## src/rtl/chop_pkg.sv

```systemverilog
// Shared encodings for the two-phase current chopper.
package chop_pkg;
    // Bridge drive code seen at the port
    typedef enum logic [1:0] {
        BR_OFF   = 2'b00,
        BR_DRIVE = 2'b01,
        BR_SLOW  = 2'b10,
        BR_FAST  = 2'b11
    } bridge_e;

    // Decay style latched per phase at each step
    typedef enum logic [1:0] {
        DK_SLOW  = 2'd0,
        DK_MIXED = 2'd1,
        DK_FAST  = 2'd2,
        DK_RSVD  = 2'd3
    } decay_e;

    // Per-phase chopping state
    typedef enum logic [1:0] {
        PH_IDLE  = 2'd0,
        PH_ON    = 2'd1,
        PH_DECAY = 2'd2
    } phase_e;
endpackage

```

## src/rtl/chop_sync2.sv

```systemverilog
// Two-flop synchronizer for asynchronous comparator flags.
// Assumes each bit is an independent level signal. Synchronous active-low reset.
module chop_sync2 #(
    parameter int W = 1
) (
    input  logic         clk,
    input  logic         rst_n,
    input  logic [W-1:0] d_i,
    output logic [W-1:0] q_o
);
    logic [W-1:0] meta_q;

    // Two register stages bring d_i into the clk domain
    always_ff @(posedge clk) begin
        if (!rst_n) begin
            meta_q <= '0;
            q_o    <= '0;
        end else begin
            meta_q <= d_i;
            q_o    <= meta_q;
        end
    end
endmodule

```

## src/rtl/chop_decay_sel.sv

```systemverilog
// Latches a phase's decay style at each step. The mode input counts only when
// the new level is below the previous step's level; otherwise the style is slow.
// Assumes level_i is valid in the cycle step_i is high. Sleep clears the history.
module chop_decay_sel
    import chop_pkg::*;
#(
    parameter int LVL_W = 5
) (
    input  logic             clk,
    input  logic             rst_n,
    input  logic             sleep_n,
    input  logic             step_i,
    input  logic [LVL_W-1:0] level_i,
    input  logic [1:0]       sel_i,
    output decay_e           mode_o
);
    logic [LVL_W-1:0] prev_q;
    logic             lower;
    decay_e           pick;

    // Lowering test and mapping of the reserved code to slow
    always_comb begin
        lower = level_i < prev_q;
        pick  = (decay_e'(sel_i) == DK_RSVD) ? DK_SLOW : decay_e'(sel_i);
    end

    // Keep the previous level and the latched style
    always_ff @(posedge clk) begin
        if (!rst_n || !sleep_n) begin
            prev_q <= '0;
            mode_o <= DK_SLOW;
        end else if (step_i) begin
            prev_q <= level_i;
            mode_o <= lower ? pick : DK_SLOW;
        end
    end

    assert_raise_slow_R5: assert property (@(posedge clk) disable iff (!rst_n)
        (sleep_n && step_i && !(level_i < prev_q)) |=> mode_o == DK_SLOW);
    assert_no_rsvd_R5: assert property (@(posedge clk) disable iff (!rst_n)
        mode_o != DK_RSVD);
endmodule

```

## src/rtl/chop_phase.sv

```systemverilog
// One phase's chopping state machine. Drive runs for at least blank+fsamp cycles,
// the trip is ignored during blanking, and a trip taken after blanking ends drive.
// Decay then lasts t_off cycles in the latched style.
// Assumes trip_i is already synchronized and the timing inputs are quasi-static.
module chop_phase
    import chop_pkg::*;
#(
    parameter int CNT_W = 8
) (
    input  logic             clk,
    input  logic             rst_n,
    input  logic             idle_i,
    input  logic             trip_i,
    input  decay_e           mode_i,
    input  logic [CNT_W-1:0] t_off_i,
    input  logic [CNT_W-1:0] t_blank_i,
    input  logic [CNT_W-1:0] t_fsamp_i,
    input  logic [CNT_W-1:0] t_fast_i,
    output bridge_e          bridge_o
);
    localparam int OW = CNT_W + 1;

    phase_e           st_q;
    logic [OW-1:0]    on_cnt;
    logic [CNT_W-1:0] off_cnt;
    logic [CNT_W-1:0] fast_cnt;
    logic             pend_q;
    logic [OW-1:0]    min_len;
    logic             blanked;
    logic             accept;
    logic             leave_on;
    logic             leave_off;

    // Interval decode from the down-counters
    always_comb begin
        min_len   = {1'b0, t_blank_i} + {1'b0, t_fsamp_i};
        blanked   = on_cnt > {1'b0, t_fsamp_i};
        accept    = trip_i && !blanked;
        leave_on  = (on_cnt <= OW'(1)) && (pend_q || accept);
        leave_off = off_cnt <= CNT_W'(1);
    end

    // State and timer sequencing
    always_ff @(posedge clk) begin
        if (!rst_n) begin
            st_q     <= PH_IDLE;
            on_cnt   <= '0;
            off_cnt  <= '0;
            fast_cnt <= '0;
            pend_q   <= 1'b0;
        end else if (idle_i) begin
            st_q   <= PH_IDLE;
            pend_q <= 1'b0;
        end else begin
            case (st_q)
                PH_ON: begin
                    if (leave_on) begin
                        st_q     <= PH_DECAY;
                        off_cnt  <= t_off_i;
                        fast_cnt <= t_fast_i;
                        pend_q   <= 1'b0;
                    end else begin
                        if (on_cnt != '0) on_cnt <= on_cnt - OW'(1);
                        if (accept) pend_q <= 1'b1;
                    end
                end
                PH_DECAY: begin
                    if (leave_off) begin
                        st_q   <= PH_ON;
                        on_cnt <= min_len;
                        pend_q <= 1'b0;
                    end else begin
                        off_cnt <= off_cnt - CNT_W'(1);
                        if (fast_cnt != '0) fast_cnt <= fast_cnt - CNT_W'(1);
                    end
                end
                default: begin
                    st_q   <= PH_ON;
                    on_cnt <= min_len;
                    pend_q <= 1'b0;
                end
            endcase
        end
    end

    // Bridge code from state and decay style
    always_comb begin
        case (st_q)
            PH_ON:    bridge_o = BR_DRIVE;
            PH_DECAY: begin
                case (mode_i)
                    DK_FAST:  bridge_o = BR_FAST;
                    DK_MIXED: bridge_o = (fast_cnt != '0) ? BR_FAST : BR_SLOW;
                    default:  bridge_o = BR_SLOW;
                endcase
            end
            default:  bridge_o = BR_OFF;
        endcase
    end

    assert_min_on_R3: assert property (@(posedge clk) disable iff (!rst_n)
        (st_q == PH_ON && on_cnt > OW'(1)) |=> st_q != PH_DECAY);
    assert_off_hold_R2: assert property (@(posedge clk) disable iff (!rst_n)
        (st_q == PH_DECAY && off_cnt > CNT_W'(1)) |=> st_q != PH_ON);
    assert_blank_ignore_R4: assert property (@(posedge clk) disable iff (!rst_n)
        (st_q == PH_ON && on_cnt > {1'b0, t_fsamp_i}) |-> !pend_q);
    assert_idle_off_R1: assert property (@(posedge clk) disable iff (!rst_n)
        (st_q == PH_IDLE) |-> bridge_o == BR_OFF);
endmodule

```

## src/rtl/chopper_top.sv

```systemverilog
// Two-phase fixed off-time chopper with decay selection and position counter.
// Assumes step_i is a one-cycle synchronous pulse and trip_i is asynchronous.
module chopper_top
    import chop_pkg::*;
#(
    parameter int CNT_W = 8,
    parameter int LVL_W = 5,
    parameter int POS_W = 4
) (
    input  logic                  clk,
    input  logic                  rst_n,
    input  logic                  sleep_n,
    input  logic                  disable_i,
    input  logic                  step_i,
    input  logic                  dir_i,
    input  logic [1:0]            decay_sel_i,
    input  logic [CNT_W-1:0]      t_off_i,
    input  logic [CNT_W-1:0]      t_blank_i,
    input  logic [CNT_W-1:0]      t_fsamp_i,
    input  logic [CNT_W-1:0]      t_fast_i,
    input  logic [1:0][LVL_W-1:0] level_i,
    input  logic [1:0]            trip_i,
    output logic [1:0][1:0]       bridge_o,
    output logic [POS_W-1:0]      pos_o
);
    localparam int NPH = 2;

    logic [NPH-1:0] trip_s;
    logic           idle;
    logic           awake_step;

    assign idle       = disable_i || !sleep_n;
    assign awake_step = step_i && sleep_n;

    chop_sync2 #(.W(NPH)) i_sync (
        .clk   (clk),
        .rst_n (rst_n),
        .d_i   (trip_i),
        .q_o   (trip_s)
    );

    for (genvar p = 0; p < NPH; p++) begin : g_ph
        decay_e  mode;
        bridge_e br;

        chop_decay_sel #(.LVL_W(LVL_W)) i_dsel (
            .clk     (clk),
            .rst_n   (rst_n),
            .sleep_n (sleep_n),
            .step_i  (step_i),
            .level_i (level_i[p]),
            .sel_i   (decay_sel_i),
            .mode_o  (mode)
        );

        chop_phase #(.CNT_W(CNT_W)) i_phase (
            .clk       (clk),
            .rst_n     (rst_n),
            .idle_i    (idle),
            .trip_i    (trip_s[p]),
            .mode_i    (mode),
            .t_off_i   (t_off_i),
            .t_blank_i (t_blank_i),
            .t_fsamp_i (t_fsamp_i),
            .t_fast_i  (t_fast_i),
            .bridge_o  (br)
        );

        assign bridge_o[p] = br;
    end

    // Microstep position: homed in sleep, counts steps otherwise
    always_ff @(posedge clk) begin
        if (!rst_n || !sleep_n) begin
            pos_o <= '0;
        end else if (awake_step) begin
            pos_o <= dir_i ? pos_o + POS_W'(1) : pos_o - POS_W'(1);
        end
    end

    assert_force_off_R6: assert property (@(posedge clk) disable iff (!rst_n)
        (disable_i || !sleep_n) |=> bridge_o == '0);
    assert_sleep_home_R7: assert property (@(posedge clk) disable iff (!rst_n)
        !sleep_n |=> pos_o == '0);
    assert_step_up_R8: assert property (@(posedge clk) disable iff (!rst_n)
        (sleep_n && step_i && dir_i) |=> pos_o == POS_W'($past(pos_o) + 1'b1));
endmodule

```

## config.mk

```make
export PLATFORM = sky130hd
export DESIGN_NAME = chopper_top
export DESIGN_NICKNAME = d
export VERILOG_FILES = /design/src/rtl/chop_pkg.sv /design/src/rtl/chop_sync2.sv /design/src/rtl/chop_decay_sel.sv /design/src/rtl/chop_phase.sv /design/src/rtl/chopper_top.sv
export SDC_FILE = /design/constraint.sdc
export NUM_CORES = 1
export LEC_CHECK = 0
export BUFFER_PORTS_ARGS = -buffer_cell sky130_fd_sc_hd__clkbuf_2
export CAP_MARGIN = 20
export CORE_MARGIN = 2
export CORE_UTILIZATION = 45
export DETAILED_ROUTE_END_ITERATION = 12
export PLACE_DENSITY_LB_ADDON = 0.12
export SLEW_MARGIN = 20
export SYNTH_ARGS = -nofsm -noshare
export SYNTH_HDL_FRONTEND = slang
export SYNTH_SLANG_ARGS = --single-unit
```

## constraint.sdc

```tcl
create_clock -name clk -period 2.9 [get_ports clk]
set_clock_uncertainty 0.05 [all_clocks]
set_input_delay 0.145 -clock clk [delete_from_list [all_inputs] [get_ports clk]]
set_output_delay 0.145 -clock clk [all_outputs]
set_load 0.02 [all_outputs]
```

Yosys cells after proc, flatten, opt, wreduce, memory -nomap -nowiden

Cells that the tools add are included.

Register bits: 78
Output and inout bits: 8
Word-level logic and storage cells: 135

$add $sub $neg: 9
Order comparisons: 8
Equal/unequal tests: 23
Mux-type cells: 46
Bitwise gates (word level): 2
Reductions and logical operators: 30

Operators with widths:

| cell                                                                              | count |
|---|---|
| 8-bit 2-to-1 mux                                                                  | 10 |
| 8-bit one-hot mux with 2 select lines                                             | 4 |
| 9-bit 2-to-1 mux                                                                  | 6 |
| 9-bit one-hot mux with 2 select lines                                             | 2 |
| 8-bit by 1-bit subtractor with 8-bit output (second input constant)               | 4 |
| 2-bit one-hot mux with 2 select lines                                             | 6 |
| 9-bit by 8-bit > comparator with 1-bit output                                     | 2 |
| 9-bit by 1-bit less-or-equal comparator with 1-bit output (second input constant) | 2 |
| 9-bit nonzero test                                                                | 2 |
| 9-bit by 1-bit subtractor with 9-bit output (second input constant)               | 2 |
| 8-bit by 1-bit less-or-equal comparator with 1-bit output (second input constant) | 2 |
| 2-bit by 1-bit != test with 1-bit output (second input constant)                  | 8 |
| 4-bit AND reduction                                                               | 4 |
| 8-bit nonzero test                                                                | 2 |
| 2-bit 2-to-1 mux                                                                  | 7 |
| 2-bit == test (second input constant)                                             | 5 |
| 5-bit < comparator                                                                | 2 |
| 5-bit AND reduction                                                               | 2 |
| 8-bit by 8-bit adder with 9-bit output                                            | 1 |
| 2-bit by 1-bit == test with 1-bit output (second input constant)                  | 4 |
| 1-bit 2-to-1 mux                                                                  | 8 |
| 2-bit != test (second input constant)                                             | 4 |
| 2-bit AND reduction                                                               | 4 |
| 3-bit by 1-bit != test with 1-bit output (second input constant)                  | 2 |
| 10 further kinds                                                                  | 23 |

Depth between registers and ports, before layout

Depth after elaboration: 7
Mapped depth: 10

Hierarchy

Synthesis repeated with hierarchy kept, for this count alone.

Cells, all modules: 753
Area, all modules: 6007.0 sq um

Modules (own cells, without submodules):

| module                        | times used | cells each | area an instance (sq um) | seq. area each (sq um) |
|---|---|---|---|---|
| chop_phase at g_ph[1].i_phase | 1          | 317        | 2448.6                   | 560.5 |
| chop_phase at g_ph[0].i_phase | 1          | 323        | 2442.3                   | 560.5 |
| chop_decay_sel                | 2          | 39         | 380.4                    | 140.1 |
| chopper_top                   | 1          | 27         | 250.2                    | 80.1 |
| chop_sync2                    | 1          | 8          | 105.1                    | 80.1 |

Least setup slack after synthesis

Ideal clock, no wire load.

Kind: reg2reg
From: register g_ph[1].i_phase.on_cnt[5]
To: register g_ph[1].i_phase.off_cnt[0]
Library setup time: 0.128 ns
Data arrival time: 2.285 ns
Slack: 0.438 ns
Cell stages (with the launch flop): 10
Path buffers: 1
Path through: dfxtp_1 > ha_1 > and4b_1 > a2111o_1 > o2111a_2 > a21o_1 > buf_6 > a211o_1 > a22oi_1 > nor2_1

Longest elaborated chain between the ends: 7

RTL lines:

| item                                                          | line             | RTL |
|---|---|---|
| start, declared                                               | chop_phase.sv:24 | `logic [OW-1:0] on_cnt;` |
| start signal, assigned                                        | chop_phase.sv:63 | `if (on_cnt != '0) on_cnt <= on_cnt - OW'(1);` |
| start signal, assigned                                        | chop_phase.sv:70 | `on_cnt <= min_len;` |
| start signal, assigned                                        | chop_phase.sv:79 | `on_cnt <= min_len;` |
| 9-bit by 8-bit > comparator with 1-bit output                 | chop_phase.sv:37 | `blanked = on_cnt > {1'b0, t_fsamp_i};` |
| 1-bit zero test                                               | chop_phase.sv:38 | `accept = trip_i && !blanked;` |
| 1-bit logical AND                                             | chop_phase.sv:38 |  |
| 1-bit logical OR                                              | chop_phase.sv:39 | `leave_on = (on_cnt <= OW'(1)) && (pend_q \|\| accept);` |
| 1-bit logical AND (*)                                         | chop_phase.sv:39 |  |
| 2-bit by 1-bit != test with 1-bit output (no source line) (*) | --               |  |
| 4-bit AND reduction (no source line) (*)                      | --               |  |
| end signal, assigned                                          | chop_phase.sv:59 | `off_cnt <= t_off_i;` |
| end signal, assigned                                          | chop_phase.sv:73 | `off_cnt <= off_cnt - CNT_W'(1);` |
| end, declared                                                 | chop_phase.sv:25 | `logic [CNT_W-1:0] off_cnt;` |

Every way passes the cells marked *; elsewhere a longest branch is shown, timed or not.
A chain may end at the register's enable or synchronous reset.

Final worst setup path

From: register g_ph[1].i_phase.on_cnt[5]
To: register g_ph[1].i_phase.off_cnt[3]

The elaborated chain is that of the path after synthesis.

==> impl_metrics.csv <==
group,metric,value,unit
final_layout,final_util,52.2,%
clocking,cts.clk_slew.worst_paths,60,ps
sta,fin_setup_tns,0,ps
clocking,cts_root_buf,"clkbuf_16",
pwr,powerDensity,456,nW/um^2
clocking,insertion_delay,340,ps
global_route,grt_pass1_vias,5352,
die,core_area,12500,um^2
sta,fmax,372,MHz
sta,fin_crit,2690,ps
critical_path,critPathMaxFanout,9,
pwr,switchingPower,0.000913,W
die,die_w,116,um
clocking,cts.sinks,78,
min_path,min_from,"level_i[5]",
placed_design,place_congestion,0.894,
routing,drtPass1Iterations,5,
clocking,cts_setup_buffers,0,
global_route,grt_remaining_overflow,0,
final_layout,layout-drive-gt1-share,14.3,%
critical_path,crit_buf_inv,0,
yosys,synthTopCellsByArea,"dfxtp_1, ha_1, nand2_1",
yosys,syn_inst,720,
critical_path,rr_endpoint,"g_ph[1].i_phase.off_cnt[3]",
final_layout,n_antenna_cell,0,
routing,via_per_inst,5.76,
placed_design,port-buffer-count,59,
pwr,power_frac_comb,22.2,%
sta,worstMarginPinSlew,835,ps
pwr,p_clk_share,38.7,%
critical_path,cp_cell_sequence,"ha_1, and4b_1, a2111o_1, o2111a_2, a21o_1, nor2_1, a21boi_0, o21a_1",
global_route,grt_max_degree,38,
critical_path,cp-start-kind,"flip-flop",
sta,hold_violations,0,
yosys,yosysWarnings,0,
global_route,grt_pass1_wl,25200,um
yosys,async_reset_ff_share,0,%
clocking,cts_tree,"done",
critical_path,rrSetupSlack,210,ps
routing,final_antenna_net_count,0,
critical_path,reg2reg_depth,8,
clocking,htreeDepth,3,
routing,vias,5504,
run,drv_cap,0,
yosys,synth_top_cell_by_area,"dfxtp_1",
min_path,min_to,"g_ph[1].i_dsel.prev_q[0]",
yosys,avgSynthCellArea,7.88,um^2
die,dieArea,13500,um^2
global_route,antenna_found_initial,0,
yosys,seq_area_frac_synth,27.5,%
status,status,"completed",
die,initial_core_util,45.5,%
critical_path,critical_path.endpoint_type,"flip-flop",
yosys,synthesis.nets,826,
pwr,swShare,30.8,%
sta,setup_viol,0,
clocking,clockBufferDepth,2,
sta,relSlewSlack,44.4,%
placed_design,hpwl,11600,um
die,placementRows,41,
pwr,seqPwrFrac,39.1,%
critical_path,worst_path_max_delay_cell,"dfxtp_1",
die,io_pins,60,
min_path,hold_path_class,"primary input to flip-flop",
critical_path,rr_startpoint,"g_ph[1].i_phase.on_cnt[5]",
critical_path,crit_required,3080,ps
yosys,yosysMostFrequentCell,"dfxtp_1",
yosys,yosysTopAreaCellShare,27.5,%
critical_path,crit_arrival,2870,ps
final_layout,fin_nets,884,
yosys,ys.flop_type,"dfxtp_1",
routing,drt_iter0_markers,336,
routing,wl,15200,um
yosys,syn-cell-area,5670,um^2
sta,fin_crit_sh,92.6,%
pwr,leakagePower,2.72,nW
routing,drc,0,
pwr,ir_drop,283,uV
global_route,track_usage,23.7,%
sta,finalMaxSlewViolations,0,
yosys,ys_types,78,
final_layout,syn_to_final_growth,14.7,%
min_path,hold_depth,3,
critical_path,critPathKind,"flip-flop to flip-flop",
yosys,synth_edf_count,0,
critical_path,max_stage_delay,480,ps
die,fp.dieH,116,um
critical_path,path_depth,8,
yosys,ys_seq_elements,78,
clocking,numCtsBuffers,9,
routing,wl_per_cell,15.9,um
pwr,p_int,0.00205,W
critical_path,crit_family,"compound AO/OA/AOI/OAI gates",
sta,rsz0062_at_grt,"no",
yosys,synth_common_cells,"dfxtp_1, nand2_1, inv_1",
-- worst max-delay path by stage --
stage	startpoint	end	slack [ps]
3_3_place_gp	g_ph[1].i_phase.on_cnt[5]	g_ph[1].i_phase.off_cnt[3]	310
4_1_cts	g_ph[1].i_phase.on_cnt[5]	g_ph[1].i_phase.off_cnt[3]	210
6_report	g_ph[1].i_phase.on_cnt[5]	g_ph[1].i_phase.off_cnt[3]	210
3_5_place_dp	g_ph[1].i_phase.on_cnt[5]	g_ph[1].i_phase.off_cnt[3]	220
2_1_floorplan	g_ph[1].i_phase.on_cnt[5]	g_ph[1].i_phase.off_cnt[0]	440
5_1_grt	g_ph[1].i_phase.on_cnt[5]	g_ph[1].i_phase.off_cnt[3]	50
-- what timing repair did --
item / in CTS / in global routing
resized for setup: 0 / 0
hold endpoints to repair: 2 / 0
hold buffers: 2 / 0
-- layer usage --
metal	share of wire (%)	vias up	wire [um]	track usage [%]
li1	-	2752	-	-
met1	45	2575	6820	29.1
met2	48	145	7240	40.1
met3	4.4	32	663	4.88
met4	3.2	0	485	10.9
met5	0	-	0	0
-- flip-flops by register name, indices dropped and copies added, names as in the netlist --
| name | count |
|---|---|
| g_ph.i_dsel.prev_q | 10 |
| g_ph.i_phase.st_q | 4 |
| i_sync.q_o | 2 |
| g_ph.i_dsel.mode_o | 4 |
| g_ph.i_phase.pend_q | 2 |
| i_sync.meta_q | 2 |
| g_ph.i_phase.on_cnt | 18 |
| pos_o | 4 |
| g_ph.i_phase.off_cnt | 16 |
| g_ph.i_phase.fast_cnt | 16 |
-- power groups by stage --
stage	sequential [W]	combinational [W]	clock (W)
after CTS	0.00116	0.000655	0.00118
after global routing	0.00116	0.000740	0.00123
final	0.00116	0.000659	0.00115
after floorplan	0.00117	0.000454	0
after detailed placement	0.00118	0.000649	0
after global placement	0.00118	0.000635	0
-- tightest hold or removal path: stages --
cell and delay (ps):
clkbuf_2 90, mux2i_1 60, nor2_1 70
-- cells in the final DEF (no fill, tap or decap), types with 10 or more instances in the layout --
cell type  synthesis  layout
nand2b_1          10      10
inv_1             63      63
buf_4              0      18
o21ai_0           46      46
o22ai_1           11      11
a31oi_1           14      14
nand2_1           66      66
o31ai_1           10      10
o311ai_0          11      11
a21oi_1           33      33
nor2_1            58      58
mux2i_1           23      23
nor2b_1           10      10
nand3_1           18      18
dfxtp_1           78      78
ha_1              52      52
nor3_1            23      23
clkbuf_2           0      59
a211oi_1          13      13
-- metrics by stage --
stage	worst slack [ps]	hold slack (ps)	total power, W	cells	area [um^2]
after floorplan	438	222	0.00163	720	5670
after global placement	306	300	0.00181	937	6190
after detailed placement	220	312	0.00183	937	6190
after CTS	214	0.519	0.00300	955	6510
after global routing	46.1	23.8	0.00313	955	6510
final	213	10.6	0.00296	955	6510
-- cell families (layout without fill, tap and decap cells) --
| family | Yosys count | after routing | synth area share, % |
|---|---|---|---|
| mux | 24 | 24 | 4.26 |
| flops | 78 | 78 | 27.5 |
| fa+ha+maj | 54 | 54 | 12.2 |
| xor+xnor | 8 | 8 | 1.24 |
| simple gates | 242 | 242 | 21.1 |
| compound gates | 219 | 219 | 27.2 |
| buf+inv | 95 | 158 | 6.46 |
-- layout make-up --
type / count / area, um^2
clock buffer: 10 / 229
clock inverter: 6 / 70.1
fill: 1230 / 5960
inverter: 63 / 236
multi-input combinational: 547 / 3740
sequential: 78 / 1560
tap: 172 / 215
timing repair buffer: 79 / 450
No activity file was read; power rests on OpenSTA's default activity.
